File: config.mk
export PLATFORM = sky130hd
export DESIGN_NAME = scanout_ctrl
export DESIGN_NICKNAME = d
export VERILOG_FILES = /design/src/rtl/scanout_ctrl.sv
export SDC_FILE = /design/constraint.sdc
export NUM_CORES = 1
export LEC_CHECK = 0
export ABC_AREA = 1
export BUFFER_PORTS_ARGS = -buffer_cell sky130_fd_sc_hd__buf_2
export CAP_MARGIN = 25
export CORE_MARGIN = 3
export CORE_UTILIZATION = 50
export DETAILED_ROUTE_END_ITERATION = 12
export GPL_TIMING_DRIVEN = 0
export PLACE_DENSITY = 0.85
export SETUP_SLACK_MARGIN = 0.2
export SLEW_MARGIN = 40
export SYNTH_ARGS = -nofsm -noshare
export SYNTH_HDL_FRONTEND = slang
export SYNTH_SLANG_ARGS = --single-unit
File: constraint.sdc
create_clock -name clk -period 1.54 [get_ports clk]
set_input_delay 0.385 -clock clk [delete_from_list [all_inputs] [get_ports clk]]
set_output_delay 0.385 -clock clk [all_outputs]
set_load 0.05 [all_outputs]
File: src/rtl/scanout_ctrl.sv
module scanout_ctrl #(
  parameter int BLANK_WAIT = 75,
  parameter int PIX_HOLD   = 3,
  parameter int LINE_STOP  = 234
) (
  input  logic        clk,
  input  logic        rst_n,
  input  logic        line_start,
  input  logic        sync_a,
  input  logic        sync_b,
  input  logic [7:0]  sram_data,
  output logic [15:0] sram_addr,
  output logic [7:0]  pixel_out,
  output logic        vsync_active
);

  localparam int WAIT_W = $clog2(BLANK_WAIT + 1);
  localparam int HOLD_W = $clog2(PIX_HOLD + 1);

  typedef enum logic [1:0] {S_IDLE, S_WAIT, S_DRAW} state_t;

  state_t             state;
  logic               ls_q;
  logic [WAIT_W-1:0]  wait_cnt;
  logic [HOLD_W-1:0]  hold_cnt;
  logic [7:0]         row_q;
  logic [7:0]         col_q;
  logic [7:0]         pix_q;
  logic               vs_done;

  wire line_rise  = line_start && !ls_q;
  wire wait_end   = wait_cnt == WAIT_W'(BLANK_WAIT - 1);
  wire hold_end   = hold_cnt == HOLD_W'(PIX_HOLD - 1);
  wire code_video = sync_a && sync_b;
  wire code_vsync = sync_a && !sync_b;

  assign sram_addr    = {row_q, col_q};
  assign pixel_out    = pix_q;
  assign vsync_active = vs_done;

  always_ff @(posedge clk) begin
    if (!rst_n) begin
      state    <= S_IDLE;
      ls_q     <= 1'b0;
      wait_cnt <= '0;
      hold_cnt <= '0;
      row_q    <= 8'h00;
      col_q    <= 8'h00;
      pix_q    <= 8'h00;
      vs_done  <= 1'b0;
    end else begin
      ls_q  <= line_start;
      pix_q <= (state == S_DRAW) ? sram_data : 8'h00;
      case (state)
        S_IDLE: begin
          if (line_rise) begin
            state    <= S_WAIT;
            wait_cnt <= '0;
          end
        end
        S_WAIT: begin
          if (wait_end) begin
            state <= S_IDLE;
            if (code_video) begin
              vs_done <= 1'b0;
              if (row_q < 8'(LINE_STOP)) begin
                state    <= S_DRAW;
                col_q    <= 8'h00;
                hold_cnt <= '0;
              end
            end else if (code_vsync && !vs_done) begin
              vs_done <= 1'b1;
              row_q   <= 8'h00;
              col_q   <= 8'h00;
            end
          end else begin
            wait_cnt <= wait_cnt + 1'b1;
          end
        end
        S_DRAW: begin
          if (hold_end) begin
            hold_cnt <= '0;
            col_q    <= col_q + 8'h01;
            if (col_q == 8'hFF) begin
              state <= S_IDLE;
              row_q <= row_q + 8'h01;
            end
          end else begin
            hold_cnt <= hold_cnt + 1'b1;
          end
        end
        default: state <= S_IDLE;
      endcase
    end
  end

endmodule

# Yosys cells after proc, flatten, opt, wreduce, memory -nomap -nowiden
# Cells that the tools add are included.
dict set report totals {
  regBits 37
  input_bits 13
  out_inout_bits 25
  elab_cells 75
}
dict set report classes {
  n_addsub 4
  n_lt_le_gt_ge 1
  n_eq_ne 16
  n_mux 28
  n_reduce_logical 18
}
# operator count
set ops {}
lappend ops {{$mux 8} 9}
lappend ops {{$pmux 8 s2} 2}
lappend ops {{$mux 2} 10}
lappend ops {{$add 8x1->8 const B} 2}
lappend ops {{$ne 2x2->1 const B} 8}
lappend ops {{$mux 7} 2}
lappend ops {{$pmux 7 s2} 1}
lappend ops {{$eq 8x8->1 const B} 1}
lappend ops {{$lt 8x8->1 const B} 1}
lappend ops {{$reduce_and 4->1} 2}
lappend ops {{$add 7x1->7 const B} 1}
lappend ops {{$eq 7x7->1 const B} 1}
lappend ops {{$ne 3x3->1 const B} 2}
lappend ops {{$pmux 2 s3} 1}
lappend ops {{$reduce_and 3->1} 2}
lappend ops {{$reduce_and 6->1} 1}
lappend ops {{$reduce_bool 2->1} 3}
lappend ops {{$reduce_and 5->1} 1}
lappend ops {{$eq 2x2->1 const B} 2}
lappend ops {{$logic_and 1x1->1} 4}
lappend ops {{$pmux 2 s2} 1}
lappend ops {{$logic_not 1->1} 3}
lappend ops {{$add 2x1->2 const B} 1}
lappend ops {{$eq 2x1->1 const B} 1}
lappend ops {{4 further kinds} 5}

# Logic depth before layout (Yosys ltp)
# Gate-level depths: netlist of the first run.
dict set report logic_depth {
  ltp_word 7
  depth_mapped 11
  depth_no_buf 11
}

# Worst setup path after synthesis of the first run
# Ideal clock, no wire load.
dict set report synth_path {
  path_type {reg-to-reg}
  start {reg col_q[1]}
  end {reg row_q[0]}
  setup_ps 140
  arrival_time_ps 1671
  required_ps 1400
  path_slack_ps -271
  path_stages_with_launch 9
  period_less_slack_ps 1811
  cell_sequence {dfxtp_1 ha_1 nand2_1 nor2_2 nand3_1 nand2_1 nand4_1 nand3_1 o21ai_1}
}
dict set report synth_via {
  elab_chain_cells 3
}
# item line_no
set synth_lines {}
lappend synth_lines {{start, declared} 27} ;# logic [7:0] col_q;
lappend synth_lines {{start signal, assigned} 83} ;# col_q <= col_q + 8'h01;
lappend synth_lines {{$eq 8x8->1} 84} ;# if (col_q == 8'hFF) begin
lappend synth_lines {{$ne 2x1->1 (no line)} n/a}
lappend synth_lines {{$reduce_and 6->1 (no line)} n/a}
lappend synth_lines {{end signal, assigned} 86} ;# row_q <= row_q + 8'h01;
lappend synth_lines {{end, declared} 26} ;# logic [7:0] row_q;
# Every way passes these cells.
# A chain may end at the register's enable or synchronous reset.

# Final worst setup path of the first run
dict set report layout_path {
  start {reg col_q[1]}
  end {reg col_q[7]}
}
dict set report layout_via {
  elab_chain_cells 3
}
# item line_no
set layout_lines {}
lappend layout_lines {{$add 8x1->8} 83}
lappend layout_lines {{$mux 8} 81} ;# if (hold_end) begin
lappend layout_lines {{$pmux 8 s2} 54} ;# case (state)
# Every way passes these cells. The select of a mux whose other input is x is not followed.

==> results.md, run 1 <==
- Crit path max fanout: 3
- Clock transition at path regs: 0.09 ns
- WHS Endpoint: ls_q
- # clock sinks: 37
- Hold Crit Start: line_start
- Fmax: 668 MHz
- Hold Vio Cnt, Final: 0
- Sequential power share: 0.394
- Post-synth ARST share: 0
- Largest net degree at the start of global routing: 14
- Distinct cell type count after synthesis: 28
- Drt via density: 5.41
- RSZ-0062 raised after global routing: yes
- Relative slew slack: 0.642
- Peak VDD IR: between 0.6 and 0.7 mV
- Total GRT Usage: 0.236
- DR iter-0 viols: 214
- Root buf cell: clkbuf_8
- R2r startpoint: col_q[1]
- Chip Height: 68.4 um
- Post-DRT Antenna Nets: 0
- Routability cong.: 0.841
- Pint: ~0.0018 W
- Flops & latches, synth: 37
- TritonCTS Buffers: 5
- Worst Max-Slew Pin Slew: 0.537 ns
- R2R Setup Slk: 0.04 ns
- Sw Ratio: 0.344
- Data arrival, critical path: 1.73 ns
- Leak: about 1.1 nW
- Wire per inst: 13.6 um
- Register area share after synthesis: 0.381
- DP HPWL: around 3000 um
- H-tree depth: 2
- Final #Nets: 377
- Crit path kind: register to register
- DRC viols: 0
- Max-cap viol count: 0
- Clock latency on the worst-skew pair: 0.30 ns
- Largest cells by area after synthesis: dfxtp_1, nand2_1, nor2_1
- Share of layout cells above drive strength 1: 0.374
- Core area: 0.00372 mm^2
- Placed Cells: roughly 380
- Remaining Overflow, GRT: 0
- Fin cells: 409
- Hold buffer count at cts: 0
- Setup crit start: col_q[1]
- CP required: between 1.5 and 2 ns
- Synth area leader: dfxtp_1
- Syn Nets: 315
- Synthesis Warnings: 0
- Initial antenna violation count: 0
- Reg2Reg Capture Point: col_q[7]
- P_sw: approximately 0.00092 W
- ANT cells: 0
- First-pass GRT wire length: about 8500 um
- Pwr dens: about 970 mW/mm^2
- Worst hold path depth: 3
- Initial core utilization: 0.524
- Clk pwr share: 0.329
- Final core occ: 0.739
- Final worst path period share: 0.972
- Via count: 2212
- Gate Count Post-Synth: roughly 300
- Syn avg cell area: ~6.5 um^2
- Clock Tree Buf Depth: 2
- Outcome: complete, no violations
- # rows: 22
- Commonest non-fill, non-tap cells in the layout: nand2_1, nor2_1, inv_1
- Count of final setup violators: 0
- Worst R2R Path Depth: 10
- Vias in the first global route: 1975
- Io pins: 38
- Port Buffer Count: 36
- Number of enable flip-flop cells after synthesis: 0
- Drt total wl: around 5500 um
- Synth Flop Type: dfxtp_1
- Die area: 0.00468 mm^2
- Initial DRT Pass Iterations: 5
- Type of origin of the critical path: register
- Clk_skew: ~0.010 ns
- Slew Limit Fails: 0
- Setup_tns: 0 ns
- Tmin final: 1.50 ns
- Post-synth top area share: 0.381
- Die width: between 60 and 70 um
- Area growth syn-to-layout: 41.1%
- CTS tree: yes
- CP Capture Type: register
- Worst hold path type: primary input to register
- Fraction of power consumed by combinational cells: 0.277
- Synth Cell Area: 0.00195 mm^2
- Tot Pwr: 0.00267 W
- Most common cell after layout, fill and taps aside: nand2_1
metrics by stage:
step	setup slack, ns	hold slack [ns]	cell area [um^2]
floorplan	0.0834	0.458	2000
global placement	-0.0448	0.462	2240
detailed placement	-0.104	0.465	2240
CTS	0.0688	0.269	2570
global route	-0.0509	0.283	2750
finish	0.0437	0.280	2750
final cells by class:
class / count / area (um^2)
Buffer: 5 / 23.8
Clock buffer: 5 / 68.8
Clock inverter: 3 / 46.3
Fill cell: 264 / 971
Inverter: 41 / 158
Multi-Input combinational cell: 217 / 1240
Sequential cell: 37 / 774
Tap cell: 48 / 60.1
Timing Repair Buffer: 53 / 377
power by group through the flow:
stage               Combinational [W]  Clock, W  Sequential (W)
floorplan                    0.000282         0         0.00114
global placement             0.000460         0         0.00106
detailed placement           0.000467         0         0.00107
CTS                          0.000588  0.000885         0.00105
global route                 0.000795  0.000929         0.00106
finish                       0.000742  0.000879         0.00105
cell usage after synthesis (2+ instances only):
cell	instances
xor2_1	3
nand4_1	4
ha_1	4
inv_2	2
nand2_1	79
nor2_4	3
a21oi_1	21
o21ai_0	7
xnor2_1	3
nand3_1	25
nor3_1	3
nor2_1	45
nor3b_1	2
nand2_2	3
buf_2	4
o21ai_1	4
nor2_2	2
inv_1	38
dfxtp_1	37
logic make-up after synthesis:
| group | Yosys count | share of synthesized area |
|---|---|---|
| simple gates | 171 | 0.386 |
| compound gates | 34 | 0.0894 |
| flops | 37 | 0.381 |
| fa+ha+maj | 4 | 0.0257 |
| buf+inv | 46 | 0.0913 |
| xor+xnor | 6 | 0.0270 |
flip-flops by register name, summed over array words and instances, names as in the netlist:
| register | flops |
|---|---|
| state | 2 |
| hold_cnt | 2 |
| pixel_out | 8 |
| col_q | 8 |
| wait_cnt | 7 |
| vsync_active | 1 |
| row_q | 8 |
| ls_q | 1 |
repair_timing:
action | CTS | global route
pin swaps | 24 | 7
setup endpoints to repair | 40 | 48
setup buffers | 12 | 5
cloned | 2 | 0
resized for setup | 39 | 44
critical path, cell delays in order (launching register included):
cell and delay [ns]:
dfxtp_4 0.37, buf_6 0.10, buf_4 0.11, nand2_1 0.06
nor2_1 0.18, nand2_1 0.11, nand2_1 0.09, nand2_1 0.07
nor2_1 0.11, nand3_1 0.09, a21oi_1 0.15
how the worst max path moves through the flow:
stage	to	slack, ns	cells after the start
after CTS	col_q[5]	0.07	11
after floorplan	row_q[0]	0.08	8
after detailed placement	col_q[7]	-0.10	11
final	col_q[7]	0.04	10
after global placement	col_q[1]	-0.04	11
after global routing	col_q[7]	-0.05	10
per-layer routing:
layer	wire [um]	GRT usage	up-vias	part of all wire
li1	-	-	1065	-
met1	2210	0.277	1014	0.40
met2	2840	0.404	110	0.51
met3	337	0.0542	23	0.061
met4	156	0.107	0	0.028
met5	0	0	-	0
Power figures use the tool's default switching activity.
==> inputs of run 2 (changes only) <==
--- a/config.mk
+++ b/config.mk
@@ -5,14 +5,13 @@
 export SDC_FILE = /design/constraint.sdc
 export NUM_CORES = 1
 export LEC_CHECK = 0
-export ABC_AREA = 1
 export BUFFER_PORTS_ARGS = -buffer_cell sky130_fd_sc_hd__buf_2
 export CAP_MARGIN = 25
 export CORE_MARGIN = 3
 export CORE_UTILIZATION = 50
 export DETAILED_ROUTE_END_ITERATION = 12
 export GPL_TIMING_DRIVEN = 0
-export PLACE_DENSITY = 0.85
+export PLACE_DENSITY = 0.86
 export SETUP_SLACK_MARGIN = 0.2
 export SLEW_MARGIN = 40
 export SYNTH_ARGS = -nofsm -noshare
==> run 2 against run 1 <==
The run now ends with negative setup slack left. Cell area about the same. Sequential power decreased by 10%. Sequential share of layout area grew 1.3 points. Global-route usage rose by 1.9 points. Worst setup slack worse by 0.31 ns. Clock power shrank 40%. Clock skew up 0.016 ns. Count of clock-buffer cells in the layout increased by 1. Register-to-register slack worse by 0.31 ns. Synthesized cell count shrank 32%. Fmax fell by 17%. Critical endpoint is now row_q[5].
==> results.md, run 2 <==
- Drt total wl: 6650 um
- Final worst path period share: 1.17
- Drt via density: between 6 and 7
- Gate Count Post-Synth: slightly above 200
- Global route hottest layer: met2
- Pwr dens: between 500 and 600 mW/mm^2
- H-tree depth: 2
- Met2 GRT Util: 0.432
- CP Capture Type: register
- Met1 Use GR: 0.283
- Type of origin of the critical path: register
- Routability cong.: 0.832
- Leak: between 1 and 1.5 nW
- Tmin final: 1.80 ns
- DP HPWL: 3120 um
- Remaining Overflow, GRT: 0
- Synth Cell Area: between 0.0015 and 0.002 mm^2
- Clock transition at path regs: 0.14 ns
- CTS tree: yes
- Synth cell count leaders: dfxtp_1, nand2_1, a21oi_1, nor2_1
- Finished Cell Area: 0.00274 mm^2
- Most common cell after layout, fill and taps aside: buf_4
- DP Area: 0.00215 mm^2
- First-pass GRT wire length: about 8300 um
- Clock Tree Buf Depth: 2
- Post-DRT Antenna Nets: 0
- Port Buffer Count: 37
- Total GRT Usage: 0.255
- Fin worst setup slack: -0.263 ns
- Area growth syn-to-layout: 54.1%
- Die width: around 66 um
- Syn Nets: 221
- Tot Pwr: between 0.0015 and 0.002 W
- DRC viols: 0
- Crit path kind: register to register
- Slew Limit Fails: 0
- Chip Height: 65.7 um
- FF/Latch Area: 808 um^2
- Fill cells: ~160
- CP required: 1.82 ns
- Worst Max-Slew Pin Slew: 0.597 ns
- Relative slew slack: 0.602
- Commonest non-fill, non-tap cells in the layout: buf_4, nand2_1, buf_2
- Io pins: 38
- Peak VDD IR: 0.400 mV
- Synth area leader: dfxtp_1
- # clock sinks: 37
- Via count: roughly 2100
- Global-route met3 utilization: 0.0718
- Initial antenna violation count: 0
- Max-cap viol count: 0
- Register area share after synthesis: 0.416
- RSZ-0062 raised after global routing: yes
- Outcome: finished with violations
- Worst hold path type: primary input to register
- TritonCTS Buffers: 5
- Initial DRT Pass Iterations: 5
- Fmax: 555 MHz
- Largest net degree at the start of global routing: 12
- Wire per inst: 20.4 um
- Synthesis Warnings: 0
- R2R Setup Slk: -0.26 ns
- Flops & latches, synth: 37
- Vias in the first global route: 1759
- Initial core utilization: 0.525
- Number of enable flip-flop cells after synthesis: 0
- Root buf cell: clkbuf_4
- Hold Vio Cnt, Final: 0
- Footprint of the multi-input gates: 0.00119 mm^2
- Top-count cell post-synth: dfxtp_1
- Core area: 0.00339 mm^2
- Syn avg cell area: 8.72 um^2
- Post-synth top area share: 0.416
- Worst hold path depth: 2
- # rows: 21
- Clock latency on the worst-skew pair: 0.37 ns
- ANT cells: 0
- Share of layout cells above drive strength 1: 0.502
- Die area: 0.00431 mm^2
- Data arrival, critical path: ~2.1 ns
- Final core occ: 0.809
- Largest cells by area after synthesis: dfxtp_1, nand2_1, a21oi_1
- Clk_skew: 0.0261 ns
- Count of final setup violators: 16
- Synth Flop Type: dfxtp_1
- Crit path max fanout: 6
- Failing checks: negative setup slack
- Worst R2R Path Depth: 5
- Post-synth ARST share: 0
- DR iter-0 viols: a little over 300
- Final #Nets: 295
- Distinct cell type count after synthesis: 48
[run 2: changes by cell type after synthesis, moves of 5 or more]
cell	delta
nand2_1	-57
inv_1	-30
or3_1	+5
nor2_1	-34
a21oi_1	-8
nand3_1	-17
nand2b_1	+5
o22ai_1	+5
and3_1	+9
[run 2: cells by family after synthesis]
logic type                 Yosys count  synth area share
AOI/OAI and AO/OA                   49             0.184
muxes                                3            0.0169
DFF                                 37             0.416
and+or+nand+nor                     95             0.314
xor gates and xnor gates             1           0.00492
buffers and inverters               15            0.0366
adders and majority gates            4            0.0281
[run 2: layout make-up]
class | count | share of cell area
well taps | 46 | 0.0210
clock buffers | 6 | 0.0151
inverters | 8 | 0.0109
plain buffers | 7 | 0.0169
clock inverters | 2 | 0.00365
multi-input cells | 152 | 0.435
flip-flops and latches | 37 | 0.295
repair buffers | 67 | 0.203
[run 2: worst paths after layout]
| path | to | startpoint |
|---|---|---|
| max | row_q[5] | hold_cnt[0] |
| min | pixel_out[1] | sram_data[1] |
| max reg2reg | row_q[5] | hold_cnt[0] |
| min reg2reg | col_q[7] | col_q[7] |
[run 2: power breakdown]
part           internal [W]  switching, W
Sequential         0.000938    0.00000563
Clock              0.000174      0.000354
Combinational     0.0000465     0.0000658
Total               0.00116      0.000426
[run 2: critical path: stages (launching register included)]
cell and delay, ns:
dfxtp_2 0.37, nand4b_1 0.18, or4_4 0.57, buf_8 0.15, nor3_4 0.16, mux2i_1 0.30
[run 2: routing by layer]
layer / wire length [um] / share of wire
met5: 0 / 0
met4: 394 / 0.059
met3: 632 / 0.095
met2: 3120 / 0.47
met1: 2500 / 0.38
[run 2: metrics by stage]
step / instances / TNS, ns / setup WS, ns / hold WS [ns]
floorplan: 204 / -0.556 / -0.141 / 0.463
global placement: 287 / -1.17 / -0.132 / 0.459
detailed placement: 287 / -1.57 / -0.144 / 0.468
CTS: 311 / -0.217 / -0.0541 / 0.252
global route: 325 / -1.91 / -0.258 / 0.253
finish: 325 / -1.65 / -0.263 / 0.253
[run 2: repair_timing]
item,4_1_cts,5_1_grt
buffers inserted,16,14
pin swaps,14,13
hold buffers,0,0
endpoints found under the setup margin,48,43
gates resized for setup,48,36
cloned,0,0
